### src/rtl/dir_home_ctrl.sv
module dir_home_ctrl #(
  parameter int NCACHE = 4,
  parameter int NBLK   = 16,
  parameter int DW     = 8
) (
  input  logic                 clk,
  input  logic                 rst_n,
  input  logic                 req_valid,
  output logic                 req_ready,
  input  logic [$clog2(NCACHE)-1:0] req_src,
  input  logic                 req_own,
  input  logic [$clog2(NBLK)-1:0]   req_addr,
  output logic                 fwd_valid,
  output logic [1:0]           fwd_kind,
  output logic [NCACHE-1:0]    fwd_mask,
  output logic [$clog2(NBLK)-1:0]   fwd_addr,
  input  logic [NCACHE-1:0]    ack_valid,
  input  logic [NCACHE*DW-1:0] ack_data,
  output logic                 rsp_valid,
  output logic [$clog2(NCACHE)-1:0] rsp_dst,
  output logic                 rsp_excl,
  output logic [$clog2(NBLK)-1:0]   rsp_addr,
  output logic [DW-1:0]        rsp_data,
  input  logic [$clog2(NBLK)-1:0]   probe_addr,
  output logic [1:0]           probe_state,
  output logic [NCACHE-1:0]    probe_vec
);
  localparam int IDW = $clog2(NCACHE);
  localparam int AW  = $clog2(NBLK);
  localparam int CW  = $clog2(NCACHE + 1);
  localparam logic [1:0] ST_U = 2'd0, ST_S = 2'd1, ST_M = 2'd2;
  localparam logic [1:0] FW_INV = 2'd0, FW_FETCH = 2'd1, FW_FETCH_INV = 2'd2;
  localparam logic [NCACHE-1:0] ONE = {{(NCACHE-1){1'b0}}, 1'b1};

  logic [1:0]        st_q  [NBLK];
  logic [NCACHE-1:0] vec_q [NBLK];
  logic [DW-1:0]     mem_q [NBLK];

  logic              busy_q;
  logic [IDW-1:0]    src_q;
  logic              own_q;
  logic              fetch_q;
  logic [AW-1:0]     addr_q;
  logic [NCACHE-1:0] pend_q;
  logic [CW-1:0]     cnt_q;

  wire               accept   = req_valid && !busy_q;
  wire [1:0]         cur_st   = st_q[req_addr];
  wire [NCACHE-1:0]  cur_vec  = vec_q[req_addr];
  wire [NCACHE-1:0]  src_bit  = ONE << req_src;
  wire [NCACHE-1:0]  others   = cur_vec & ~src_bit;
  wire               need_fwd = (others != '0) && ((cur_st == ST_M) || (req_own && cur_st == ST_S));
  wire [NCACHE-1:0]  srcq_bit = ONE << src_q;
  wire [NCACHE-1:0]  ack_hit  = ack_valid & pend_q;
  wire [CW-1:0]      cnt_nxt  = cnt_q - CW'($countones(ack_hit));

  logic [DW-1:0] ack_sel;
  always_comb begin
    ack_sel = '0;
    for (int i = 0; i < NCACHE; i++)
      if (ack_hit[i]) ack_sel = ack_data[i*DW +: DW];
  end

  assign req_ready   = !busy_q;
  assign probe_state = st_q[probe_addr];
  assign probe_vec   = vec_q[probe_addr];

  always_ff @(posedge clk or negedge rst_n) begin
    if (!rst_n) begin
      for (int b = 0; b < NBLK; b++) begin
        st_q[b]  <= ST_U;
        vec_q[b] <= '0;
        mem_q[b] <= '0;
      end
      busy_q <= 1'b0; src_q <= '0; own_q <= 1'b0; fetch_q <= 1'b0;
      addr_q <= '0; pend_q <= '0; cnt_q <= '0;
      fwd_valid <= 1'b0; fwd_kind <= FW_INV; fwd_mask <= '0; fwd_addr <= '0;
      rsp_valid <= 1'b0; rsp_dst <= '0; rsp_excl <= 1'b0; rsp_addr <= '0; rsp_data <= '0;
    end else begin
      rsp_valid <= 1'b0;
      fwd_valid <= 1'b0;
      if (accept) begin
        addr_q <= req_addr;
        src_q  <= req_src;
        own_q  <= req_own;
        if (need_fwd) begin
          busy_q    <= 1'b1;
          pend_q    <= others;
          cnt_q     <= CW'($countones(others));
          fetch_q   <= (cur_st == ST_M);
          fwd_valid <= 1'b1;
          fwd_mask  <= others;
          fwd_addr  <= req_addr;
          fwd_kind  <= (cur_st != ST_M) ? FW_INV : (req_own ? FW_FETCH_INV : FW_FETCH);
        end else begin
          rsp_valid <= 1'b1;
          rsp_dst   <= req_src;
          rsp_addr  <= req_addr;
          rsp_data  <= mem_q[req_addr];
          if (req_own || cur_st == ST_M) begin
            rsp_excl        <= 1'b1;
            st_q[req_addr]  <= ST_M;
            vec_q[req_addr] <= src_bit;
          end else begin
            rsp_excl        <= 1'b0;
            st_q[req_addr]  <= ST_S;
            vec_q[req_addr] <= cur_vec | src_bit;
          end
        end
      end else if (busy_q) begin
        pend_q <= pend_q & ~ack_valid;
        cnt_q  <= cnt_nxt;
        if (cnt_nxt == '0) begin
          busy_q    <= 1'b0;
          rsp_valid <= 1'b1;
          rsp_dst   <= src_q;
          rsp_addr  <= addr_q;
          rsp_excl  <= own_q;
          rsp_data  <= fetch_q ? ack_sel : mem_q[addr_q];
          if (fetch_q) mem_q[addr_q] <= ack_sel;
          st_q[addr_q]  <= own_q ? ST_M : ST_S;
          vec_q[addr_q] <= own_q ? srcq_bit : (vec_q[addr_q] | srcq_bit);
        end
      end
    end
  end

  assert_count_tracks_pending_R7: assert property (@(posedge clk) disable iff (!rst_n)
    busy_q |-> (cnt_q == CW'($countones(pend_q))));

  assert_wait_never_empty_R7: assert property (@(posedge clk) disable iff (!rst_n)
    busy_q |-> (pend_q != '0));

  assert_ready_low_while_forwarding_R8: assert property (@(posedge clk) disable iff (!rst_n)
    fwd_valid |-> (!req_ready && !rsp_valid));

  assert_fwd_skips_requester_R4: assert property (@(posedge clk) disable iff (!rst_n)
    fwd_valid |-> ((fwd_mask != '0) && !fwd_mask[src_q]));

  assert_grant_sole_holder_R4: assert property (@(posedge clk) disable iff (!rst_n)
    (rsp_valid && rsp_excl) |-> ((vec_q[rsp_addr] == (ONE << rsp_dst)) && (st_q[rsp_addr] == ST_M)));

  assert_shared_rsp_listed_R2: assert property (@(posedge clk) disable iff (!rst_n)
    (rsp_valid && !rsp_excl) |-> (vec_q[rsp_addr][rsp_dst] && (st_q[rsp_addr] == ST_S)));

  for (genvar b = 0; b < NBLK; b++) begin : g_inv
    assert_entry_shape_R11: assert property (@(posedge clk) disable iff (!rst_n)
      ((st_q[b] == ST_U) && (vec_q[b] == '0)) ||
      ((st_q[b] == ST_S) && (vec_q[b] != '0)) ||
      ((st_q[b] == ST_M) && $onehot(vec_q[b])));
  end
endmodule

### config.mk
export PLATFORM = sky130hd
export DESIGN_NAME = dir_home_ctrl
export DESIGN_NICKNAME = d
export VERILOG_FILES = /design/src/rtl/dir_home_ctrl.sv
export SDC_FILE = /design/constraint.sdc
export NUM_CORES = 1
export LEC_CHECK = 0
export BUFFER_PORTS_ARGS = -buffer_cell sky130_fd_sc_hd__buf_2
export CORE_MARGIN = 10
export CORE_UTILIZATION = 67
export CTS_BUF_LIST = sky130_fd_sc_hd__clkbuf_16
export DETAILED_ROUTE_END_ITERATION = 7
export PLACE_DENSITY = 0.87
export RECOVER_POWER = 100
export SLEW_MARGIN = 20
export SYNTH_ARGS = -nofsm -noshare
export SYNTH_HDL_FRONTEND = slang
export SYNTH_SLANG_ARGS = --single-unit
### constraint.sdc
create_clock -name clk -period 7.8 [get_ports clk]
set_input_delay 0 -clock clk [delete_from_list [all_inputs] [get_ports clk]]
set_output_delay 0 -clock clk [all_outputs]
set_load 0.03 [all_outputs]
==> flow_metrics.tcl, run 1 <==
set metrics [dict create \
    clk_latency_ns 0.57 \
    synth-edff-count 0 \
    synth_cells 1388 \
    synth-seq-cells 267 \
    path_max_fanout 40 \
    cts_tree "yes" \
    crit_type "in -> reg" \
    slowest_delay_ns 1.36 \
    r2r_setup_slack_ns 2.02 \
    cp_cell_sequence "dlygate4sd3_1, clkbuf_1, buf_4, mux4_2, mux2i_1, mux2i_1, nor3_1, a21oi_1, nor3_1, mux2_2" \
    power_per_cell_area_nw_per_um2 172.2 \
    finalWirelength_mm 48.91 \
    timing.final.crit_share_pct 78.89 \
    ys_types 55 \
    grt_use_total_pct 33.43 \
    crit_path_start_kind "input pin" \
    mappedNetlistArea_sq_um 15540 \
    worst_pin_slew_ns 3.354 \
    fin_crit_ns 6.153 \
    grt_overflow_total 0 \
    cts_sinks 267 \
    dr.pass1.iters 7 \
    ios 84 \
    hp-class "in -> reg" \
    gp_congestion 0.9802 \
    max_freq_ghz 0.1625 \
    cp_data_arrival_time_ns 6.60 \
    synth_flop_cell "dfrtp_1" \
    required_ns 8.24 \
    dr_total_vias 13140 \
    clkTransAtPathRegs_ns 0.06 \
    p_total_w 0.002918 \
    maxCapViolations 5 \
    wl_per_cell_um 27.98 \
    skew_ns 0.02388 \
    synthArstFlopShare_pct 100.0 \
    hpwl_mm 31.36 \
    postCtsSetupBuffers 0 \
    clock_path_buffers 3 \
    synthesis.nets 1447 \
    violations "max-capacitance violations, max-slew violations" \
    start_util_pct 68.44 \
    cts-resized-gates 0 \
    critPathCaptureType "flop" \
    leakagePower_nw 7.361 \
    reg2reg_depth 13 \
    fp.dieH_um 172.3 \
    rsz0062_at_grt "no" \
    vdd_drop_max_mv 0.3082 \
    grt_pass1_wl_mm 75.88 \
    instances_no_fill 1748 \
    syn_area_per_cell_sq_um 11.20 \
    die-area_sq_um 29690 \
    antenna_found_initial 2 \
    dp.cells 1678 \
    drtIter0Drc 2193 \
    setup.worst_path.start "req_addr[0]" \
    drtAntennaViolNets 0 \
    reg2reg_from "pend_q[3]" \
    syn2layout_area_growth_pct 9.041 \
    numCtsBuffers 28 \
    ys_seq_area_share_pct 42.99 \
    die_x_um 172.3 \
    drive_gt1_share_pct 18.28 \
    post-route-drc-count 0 \
    port_buffers 83 \
    ys_warn_count 0 \
    grt_max_degree 139 \
    cts_root_buffer "clkbuf_16" \
    core_sq_um 22710 \
    viasPerCell 7.519 \
    final_max_slew_viol_count 176 \
    fin_nets 1499 \
    crit_end "fwd_addr[3]" \
    final-setup-viol-count 0 \
    grt_pass1_vias 13430 \
    hold_viol 0 \
    cts_htree_levels 1 \
    slew_headroom_pct -123.6 \
    cp_slowest_cell "nor3_1" \
    setup_tns_ns 0 \
    status "finished, violations left" \
    rows 55 \
]
[final cells by class]
cell class	instances	area, sq um
clock inverters	22	191.4
inverters	39	146.4
multi-input cells	973	8104
flip-flops and latches	267	6686
clock buffers	29	725.7
fillers	1500	5763
well taps	285	356.6
diodes	2	5.005
repair buffers	131	730.7
[stage by stage]
step                      hold slack, ns  utilization (%)  instance area, sq um  setup WS (ns)
after global routing             0.03823            74.60                 16940          1.211
after CTS                        0.01124            75.17                 17070          2.321
after global placement            0.1925            70.47                 16000          2.528
after floorplan                  -0.2956                -                 15540          3.480
final                            0.02497            74.62                 16950          1.647
after detailed placement          0.1917            70.47                 16000          2.354
[cells by family (layout without fill, tap and decap cells)]
group | after synthesis | count (layout) | synth area share, %
XOR/XNOR | 1 | 1 | 0.05637
AND/OR/NAND/NOR | 369 | 369 | 9.975
adder cells (fa/ha/maj) | 9 | 9 | 1.014
buffers and inverters | 148 | 221 | 4.557
multiplexers | 191 | 191 | 24.77
AO/OA/AOI/OAI | 403 | 403 | 16.63
other | 0 | 2 | 0
flip-flops | 267 | 267 | 42.99
[critical path, delay by kind of cell]
family,cells,cell delay (ns)
AOI/OAI and AO/OA,1,0.31
buffers and inverters,3,2.69
and+or+nand+nor,2,2.11
muxes,4,1.47
[where the power goes]
| group | internal, W | switching (W) | leakage (nW) | total (W) |
|---|---|---|---|---|
| combinational | 0.0000548 | 0.000114 | 3.28 | 0.000169 |
| clock | 0.000797 | 0.000560 | 0.483 | 0.00136 |
| sequential | 0.00139 | 0.00000621 | 3.60 | 0.00139 |
| total | 0.00224 | 0.000680 | 7.36 | 0.00292 |
[placed cells by master, fill, tap and decap left out, types with 4 or more instances in the layout]
cell type,instances
mux2i_1,19
dfrtp_1,265
mux2_2,4
a221o_1,4
inv_1,46
nand3_1,12
a31oi_1,7
o22ai_1,26
a22o_1,83
a2bb2oi_1,8
clkbuf_16,29
mux2_1,18
fa_1,6
o21ai_1,18
o21bai_1,4
bufinv_16,4
o21ai_0,80
o2111ai_1,4
a21oi_1,132
clkinv_1,7
dlygate4sd3_1,16
mux4_2,150
a221oi_1,8
nor2b_1,12
o2bb2ai_1,4
a22oi_1,13
buf_4,15
buf_2,47
clkbuf_1,52
nand2_1,122
nor2_1,180
and2_1,4
nand2b_1,19
nor3_1,5
[worst min path at each step]
stage	start	to	cells past startpoint	slack [ns]
6_report	ack_data[31]	mem_q[127]	4	0.02
5_1_grt	ack_data[31]	mem_q[127]	4	0.04
4_1_cts	ack_data[31]	mem_q[127]	4	0.01
3_5_place_dp	rst_n	vec_q[51]	1	0.19
3_3_place_gp	rst_n	vec_q[51]	1	0.19
2_1_floorplan	rst_n	asynchronous set/reset pin	0	-0.30
[synthesized netlist by cell type, drive strengths merged, types with 4 or more instances]
master   number  area, sq um
dfrtp       267         6681
nor2        180        675.7
mux4        150         3378
a21oi       134        678.2
nand2       122        457.9
o21ai        98        490.5
a22o         83        727.0
buf          55        359.1
clkbuf       54        202.7
inv          38        142.6
o22ai        26        162.7
mux2         22        281.5
mux2i        19        190.2
nand2b       19        118.9
a22oi        15        122.6
nand3        12        60.06
nor2b        12        75.07
a221oi        8        70.07
a2bb2oi       8        70.07
a31oi         7        43.79
fa            6        120.1
and2          5        31.28
nor3          5        41.29
o21bai        5        41.29
a221o         4        40.04
o2111ai       4        35.03
o2bb2ai       4        35.03
or2           4        25.03
[layer usage]
metal / up-vias / part of all wire (%) / global-route usage, % / wire, um
met5: - / 0.025 / 0 / 12
met1: 6389 / 32 / 39.37 / 15880
met3: 300 / 12 / 8.436 / 5708
met4: 2 / 6.7 / 20.16 / 3277
met2: 1126 / 49 / 54.54 / 24030
li1: 5326 / - / - / -
[timing repair]
item	4_1_cts	5_1_grt
setup endpoints to repair	0	0
hold endpoints to repair	223	33
hold buffers	15	1
(Power assumes the default switching activity.)
==> inputs of run 2 (changes only) <==
--- a/config.mk
+++ b/config.mk
@@ -5,12 +5,13 @@
 export SDC_FILE = /design/constraint.sdc
 export NUM_CORES = 1
 export LEC_CHECK = 0
+export ABC_AREA = 1
 export BUFFER_PORTS_ARGS = -buffer_cell sky130_fd_sc_hd__buf_2
 export CORE_MARGIN = 10
-export CORE_UTILIZATION = 67
+export CORE_UTILIZATION = 62
 export CTS_BUF_LIST = sky130_fd_sc_hd__clkbuf_16
 export DETAILED_ROUTE_END_ITERATION = 7
-export PLACE_DENSITY = 0.87
+export PLACE_DENSITY = 0.82
 export RECOVER_POWER = 100
 export SLEW_MARGIN = 20
 export SYNTH_ARGS = -nofsm -noshare
==> constraint.sdc (replaced) <==
create_clock -name clk -period 6.4 [get_ports clk]
set_input_delay 0 -clock clk [delete_from_list [all_inputs] [get_ports clk]]
set_output_delay 0 -clock clk [all_outputs]
set_load 0.03 [all_outputs]
==> flow_metrics.tcl, run 2 <==
set metrics [dict create \
    synth_cells 2402 \
    gp_congestion 1.064 \
    vdd_drop_max_mv 0.3245 \
    hpwl_mm 39.05 \
    syn2layout_area_growth_pct 7.729 \
    cp_data_arrival_time_ns 5.94 \
    holdWs_ns 0.06248 \
    clock_path_buffers 3 \
    fin_crit_ns 5.443 \
    reg2reg_depth 6 \
    yosysTopAreaCell "dfrtp_1" \
    start_util_pct 63.18 \
    drtAntennaViolNets 0 \
    power_per_cell_area_nw_per_um2 384.7 \
    synth_flop_cell "dfrtp_1" \
    violations "max-capacitance violations, max-slew violations" \
    yosys.area.top_type_share_pct 40.58 \
    antenna_found_initial 1 \
    synth-simple-area-share_pct 32.23 \
    clk_latency_ns 0.57 \
    die_x_um 183.0 \
    cts_htree_levels 1 \
    synth-edff-count 0 \
    syn_area_per_cell_sq_um 6.854 \
    finalWirelength_mm 60.41 \
    port_buffers 83 \
    r2r_setup_slack_ns 0.96 \
    synthesis.nets 2461 \
    placed_area_sq_um 16860 \
    synthTopCellsByCount "989 x nand2_1, 267 x dfrtp_1, 254 x o21ai_0, 163 x inv_1, 155 x nand3_1" \
    ios 84 \
    n_antenna_cell 0 \
    synth-seq-cells 267 \
    worst_pin_slew_ns 3.761 \
    cts-resized-gates 0 \
    grt_pass1_vias 16390 \
    synth_top_family_by_area "simple AND/OR/NAND/NOR gates" \
    cts_tree "yes" \
    fp.dieH_um 183.0 \
    critPathCaptureType "flop" \
    crit_type "reg -> reg" \
    cts_sinks 267 \
    layout_commonest_cell "nand2_1" \
    rsz0062_at_grt "no" \
    muxShareOfSynthArea_pct 0 \
    postCtsSetupBuffers 0 \
    grt_use_total_pct 34.70 \
    hp-class "in -> reg" \
    synth_compound_area_share_pct 18.27 \
    hold_viol 0 \
    numCtsBuffers 28 \
    mappedNetlistArea_sq_um 16460 \
    ys_types 36 \
    r2r-end "vec_q[7]" \
    clkTransAtPathRegs_ns 0.06 \
    cts_root_buffer "clkbuf_16" \
    crit_path_start_kind "flop" \
    synth_fa_ha_area_share_pct 0.9576 \
    min_to "addr_q[1]" \
    skew_ns 0.02195 \
    drtIter0Drc 2847 \
    leakagePower_nw 8.890 \
    final_max_slew_viol_count 321 \
    fillers 2301 \
    synthArstFlopShare_pct 100.0 \
    p_total_w 0.006823 \
    synthTopCellsByArea "dfrtp_1 41%, nand2_1 23%, o21ai_0 7.7%" \
    mostFrequentLayoutCells "992 x nand2_1, 267 x dfrtp_1, 260 x o21ai_0" \
    reg2reg_from "busy_q" \
    required_ns 6.90 \
    setup_tns_ns 0 \
    yosysMostFrequentCell "nand2_1" \
    dr.pass1.iters 7 \
    status "finished, violations left" \
    slew_headroom_pct -150.7 \
    rows 59 \
    final_design_area_no_fill_sq_um 17740 \
    final-setup-viol-count 0 \
    grt_overflow_total 0 \
    fin_nets 2478 \
    ys_warn_count 0 \
    synthXorXnorAreaFrac_pct 0.05320 \
    worst_hold_path.num_cells 3 \
    path_max_fanout 47 \
    drive_gt1_share_pct 5.125 \
    core_sq_um 26060 \
    maxCapViolations 5 \
    grt_pass1_wl_mm 92.84 \
    wl_per_cell_um 21.78 \
    grt_max_degree 148 \
    ys_seq_area_share_pct 40.58 \
    viasPerCell 6.401 \
    die-area_sq_um 33470 \
    max_freq_ghz 0.1837 \
    post-route-drc-count 0 \
    dr_total_vias 17760 \
    holdCritStartpoint "req_addr[1]" \
    timing.final.crit_share_pct 85.05 \
]
==> run 2: changes by cell type after synthesis, sizes merged, moves of 100 or more <==
cell / delta
inv: +128
a21oi: -102
mux4: -150
nand2: +880
a22oi: +100
nand3: +143
o21ai: +171
==> run 2: cell type report <==
class | instances | area, sq um | share of cell area (%)
Timing Repair Buffer | 116 | 640.6 | 3.612
Tap cell | 335 | 419.2 | 2.363
Multi-Input combinational cell | 1831 | 8483 | 47.83
Clock inverter | 22 | 151.4 | 0.8536
Inverter | 175 | 659.4 | 3.718
Sequential cell | 267 | 6681 | 37.67
Clock buffer | 28 | 700.7 | 3.951
==> run 2: kinds of logic after synthesis <==
kind of cell	Yosys count
simple gates	1319
compound gates	502
buf+inv	304
flops	267
fa+ha+maj	9
xor+xnor	1
==> run 2: worst max-delay path by stage <==
stage               slack, ns  startpoint         to  depth (start not counted)
floorplan                2.18   pend_q[3]  mem_q[37]                         15
global placement         1.99   pend_q[3]  vec_q[60]                         14
detailed placement       1.81   pend_q[3]  vec_q[53]                         14
CTS                      1.83   pend_q[3]  vec_q[48]                         14
global route             0.80   pend_q[3]  vec_q[48]                         14
finish                   0.96      busy_q   vec_q[7]                          6
==> run 2: worst max-delay path: stages (launching register included) <==
cell	delay [ns]
dfrtp_1	0.41
nor2_1	1.78
clkbuf_1	1.66
o21ai_0	0.87
nand2_1	0.47
nand2_1	0.09
nand2_1	0.07
==> run 2: repair_timing <==
| item | CTS | global route |
|---|---|---|
| endpoints found under the setup margin | 0 | 0 |
| endpoints found under the hold margin | 140 | 0 |
| hold buffers | 13 | 0 |
==> run 2: metal layers <==
| layer | global-route usage (%) | up-vias | share of wire (%) |
|---|---|---|---|
| met2 | 51.28 | 1333 | 42 |
| met3 | 9.783 | 222 | 15 |
| met1 | 47.13 | 8257 | 39 |
| met4 | 14.43 | 2 | 4.5 |
| li1 | - | 7941 | - |
| met5 | 0 | - | 0.023 |
==> run 2: stage by stage <==
stage               instances  utilization [%]  setup WS, ns
finish                   2774            68.06        0.9568
detailed placement       2711            64.71         1.814
global route             2774            68.06        0.7972
floorplan                2402                -         2.183
CTS                      2774            68.48         1.829
global placement         2711            64.71         1.985
==> run 2: power by group <==
part / leakage (nW) / internal [W] / switching (W)
Clock: 0.436 / 0.000868 / 0.000694
Sequential: 3.66 / 0.00210 / 0.000384
Combinational: 4.80 / 0.000657 / 0.00212
